==> config.mk <==
export PLATFORM = sky130hd
export DESIGN_NAME = csr_ack_timer
export DESIGN_NICKNAME = d
export VERILOG_FILES = /design/src/rtl/csr_ack_pkg.sv /design/src/rtl/csr_ack_timer.sv
export SDC_FILE = /design/constraint.sdc
export NUM_CORES = 1
export LEC_CHECK = 0
export CAP_MARGIN = 20
export CORE_AREA = 2 2 39 41
export DETAILED_ROUTE_END_ITERATION = 10
export DIE_AREA = 0 0 41 43
export DONT_BUFFER_PORTS = 1
export GPL_ROUTABILITY_DRIVEN = 0
export PLACE_DENSITY = 0.43
export SLEW_MARGIN = 20
export SYNTH_ARGS = -nofsm -noshare
export SYNTH_HDL_FRONTEND = slang
export SYNTH_SLANG_ARGS = --single-unit
==> constraint.sdc <==
create_clock -name clk -period 1.8 [get_ports clk]
set_clock_uncertainty 0.2 [all_clocks]
set_input_delay 0.18 -clock clk [delete_from_list [all_inputs] [get_ports clk]]
set_output_delay 0.18 -clock clk [all_outputs]
set_load 0.02 [all_outputs]
==> src/rtl/csr_ack_pkg.sv <==
package csr_ack_pkg;

    localparam int ERR_W_DEF = 8;
    localparam int BIT_NXM   = 0;
    localparam int BIT_NAE   = 4;
    localparam int BIT_TCE   = 6;

    typedef enum logic [1:0] {
        CK_READ   = 2'd0,
        CK_WR_REG = 2'd1,
        CK_WR_MBX = 2'd2
    } cmd_kind_e;

    function automatic cmd_kind_e classify(input logic is_write, input logic in_mbx);
        if (!is_write)  return CK_READ;
        else if (in_mbx) return CK_WR_MBX;
        else             return CK_WR_REG;
    endfunction

endpackage

==> src/rtl/csr_ack_timer.sv <==
module csr_ack_timer
    import csr_ack_pkg::*;
#(
    parameter int          ACK_WIN = 8,
    parameter int          ADDR_W  = 8,
    parameter logic [ADDR_W-1:0] MBX_LO = '0,
    parameter logic [ADDR_W-1:0] MBX_HI = '0
) (
    input  logic              clk,
    input  logic              rst,
    input  logic              cmd_valid,
    input  logic              cmd_write,
    input  logic [ADDR_W-1:0] cmd_addr,
    input  logic              ack_seen,
    output logic              pending,
    output logic              expire,
    output cmd_kind_e         kind
);
    localparam int CNT_W = $clog2(ACK_WIN + 1);
    localparam logic [CNT_W-1:0] WIN_C = CNT_W'(ACK_WIN);

    logic [CNT_W-1:0] cnt;
    logic             in_mbx;

    assign in_mbx = (cmd_addr >= MBX_LO) && (cmd_addr <= MBX_HI);
    assign expire = pending && !ack_seen && (cnt == WIN_C);

    always_ff @(posedge clk) begin
        if (rst) begin
            pending <= 1'b0;
            cnt     <= '0;
            kind    <= CK_READ;
        end else if (!pending) begin
            if (cmd_valid) begin
                pending <= 1'b1;
                cnt     <= CNT_W'(1);
                kind    <= classify(cmd_write, in_mbx);
            end
        end else if (ack_seen || cnt == WIN_C) begin
            pending <= 1'b0;
        end else begin
            cnt <= cnt + 1'b1;
        end
    end

    // an outstanding command keeps counting toward its own deadline
    a_r12_keeps_counting: assert property (@(posedge clk) disable iff (rst)
        pending && !ack_seen && cnt != WIN_C |=> pending && cnt == $past(cnt) + 1'b1);

    // the command type is frozen while outstanding
    a_r12_kind_frozen: assert property (@(posedge clk) disable iff (rst)
        pending && !expire && !ack_seen |=> $stable(kind));

    // the count never passes the window
    a_r3_cnt_bound: assert property (@(posedge clk) disable iff (rst)
        pending |-> cnt <= WIN_C && cnt != '0);

endmodule

==> flow_summary.json <==
{
  "yosys_warnings": 0,
  "worst_hold_slack_ns": 0.06198,
  "reg2reg_depth": 4,
  "finalCritPeriodShare": 0.9290,
  "rsz0062_at_grt": "false",
  "cp-end-kind": "primary output",
  "drc_errors": 0,
  "rows": 14,
  "wl_um": 866,
  "timing.setup.tns_ns": 0,
  "postCtsSetupBuffers": 0,
  "max_freq_ghz": 0.5980,
  "crit_type": "reg2out",
  "final_cells": 65,
  "slowest_delay_ns": 0.34,
  "grt_pass1_wl_um": 1469,
  "area_delta_synth_final_pct": 22.15,
  "final_cell_mix": "6 x a21oi_1, 6 x dfxtp_1, 4 x inv_1",
  "cts_root_buffer": "clkbuf_4",
  "dp_hpwl_um": 668.7,
  "cts_buffers": 3,
  "cts_buffer_depth": 2,
  "coreArea_mm2": 0.001384,
  "seq_area_frac_synth": 0.3758,
  "power_frac_clock": 0.407,
  "io_pins": 17,
  "ys_ff_latch": 7,
  "worst-path-max-fanout": 5,
  "status": "finished, final reports clean",
  "yosys.area_share.simple": 0.2785,
  "crit_path_start": "cnt[0]",
  "synth_xor_area_frac": 0,
  "cp-start-kind": "flip-flop",
  "p_sw_mw": 0.08655,
  "synthMuxAreaShare": 0.03020,
  "fin_nets": 65,
  "ant_nets": 0,
  "synth_compound_area_frac": 0.2081,
  "min_path_type": "in2reg",
  "syn_nets": 57,
  "diodes": 0,
  "synthesis.instances": 42,
  "dieArea_mm2": 0.001763,
  "dpl.cell_count": 58,
  "initial_core_util": 0.2694,
  "drt_pass1_iterations": 2,
  "viasPerCell": 5.385,
  "setup_ws_ns": 0.1278,
  "hold_viol": 0,
  "pwr-share-comb": 0.104,
  "crit_slowest_cell": "dfxtp_1",
  "worstHoldStart": "cmd_valid",
  "maxCapViolCount": 0,
  "leakage_nw": 0.1773,
  "die_y_um": 43,
  "drive_gt1_frac": 0.2245,
  "antenna_found_initial": 0,
  "regToRegStartpoint": "pending",
  "clkTransAtPathRegs_ns": 0.05,
  "numClockSinks": 7,
  "netSwitchingFraction": 0.2474,
  "avgRoutedWirePerCell_um": 13.32,
  "holdPathStages": 3,
  "setup_viol": 0,
  "seqPwrFrac": 0.489,
  "synthAdderAreaFrac": 0.06711,
  "syn_avg_cell_area_um2": 8.878,
  "slew_viol_final": 0,
  "synth_cell_types": 20,
  "netlist_area_um2": 372.9,
  "die_w_um": 41,
  "crit_chain": "inv_1, ha_1, nand3b_1, nor2_2",
  "min_period_ns": 1.672,
  "ir_drop_mv": 0.3983,
  "grt_pass1_vias": 328,
  "cp_data_arrival_time_ns": 1.29,
  "io_buffers": 0,
  "synth_top_family_by_area": "simple AND/OR/NAND/NOR gates",
  "worstPathRequired_ns": 1.42,
  "track_usage": 0.1268,
  "cts_tree": "built",
  "powerDensity_mw_per_mm2": 768.2,
  "overflow": 0,
  "drt_iter0_drc": 4,
  "dp_slack_ns": 0.3105,
  "grt_max_degree": 8,
  "design_power_total_mw": 0.3499,
  "intPower_mw": 0.2633,
  "htree_levels": 1,
  "clock_latency_ns": 0.25,
  "worst_pin_slew_ns": 0.2742,
  "vias": 350,
  "relSlewSlack": 0.8166
}
## power groups by stage
stage          sequential, mW  combinational [mW]  clock [mW]
2_1_floorplan           0.172              0.0230           0
3_3_place_gp            0.173              0.0265           0
3_5_place_dp            0.173              0.0288           0
4_1_cts                 0.170              0.0361       0.150
5_1_grt                 0.171              0.0409       0.165
6_report                0.171              0.0364       0.142
## kinds of logic after synthesis
logic type               count (synthesis)
multiplexers                             1
AND/OR/NAND/NOR                         17
flip-flops                               7
AO/OA/AOI/OAI                           11
adder cells (fa/ha/maj)                  2
buffers and inverters                    4
## per-layer routing
| layer | vias up | GRT usage | share of wire |
|---|---|---|---|
| met5 | - | 0 | 0 |
| met4 | 0 | 0.02000 | 0 |
| met3 | 0 | 0.08901 | 0.085 |
| met1 | 171 | 0.1359 | 0.40 |
| met2 | 12 | 0.2000 | 0.51 |
| li1 | 167 | - | - |
## final timing paths
kind              to  slack (ns)
max           expire        0.13
min           cnt[2]        0.06
max reg2reg  kind[0]        0.16
min reg2reg   cnt[2]        0.32
## layout make-up
cell class	instances	area [um^2]
repair buffers	3	30.03
clock buffers	4	26.28
inverters	4	15.01
well taps	16	20.02
multi-input cells	31	222.7
fillers	140	928.4
flip-flops and latches	7	141.4
## worst max-delay path: cells and delay by family, from the launching register on
family | cells | cell delay, ns
fa+ha+maj | 1 | 0.17
buf+inv | 1 | 0.08
flops | 1 | 0.34
simple gates | 2 | 0.46
## metrics by stage
stage	util	cell area, um^2
after global placement	0.2839	392.9
after detailed placement	0.2839	392.9
final	0.3291	455.4
after floorplan	-	372.9
after CTS	0.3246	449.2
after global routing	0.3291	455.4
## Yosys cell counts (all sizes together)
master | instances | area (um^2)
a32o | 1 | 10.01
o211ai | 2 | 20.02
and3 | 2 | 12.51
nor2 | 4 | 15.01
mux2 | 1 | 11.26
dfxtp | 7 | 140.1
nand3 | 2 | 10.01
and2b | 1 | 7.510
nand2b | 2 | 12.51
nand4 | 1 | 6.260
a211o | 1 | 8.760
nand3b | 1 | 7.510
nor2b | 1 | 6.260
a31o | 1 | 8.760
inv | 4 | 15.01
or4 | 2 | 22.52
nand2 | 1 | 3.750
ha | 2 | 25.02
a21oi | 6 | 30.03
## timing repair
| action | CTS | global route |
|---|---|---|
| endpoints found under the hold margin | 7 | 0 |
| gates resized for setup | 0 | 3 |
| hold buffers | 3 | 0 |
| endpoints found under the setup margin | 0 | 2 |
## flip-flops by register name, indices dropped and copies added (netlist names)
signal	flops
cnt	4
kind	2
pending	1
(Power assumes the default switching activity.)
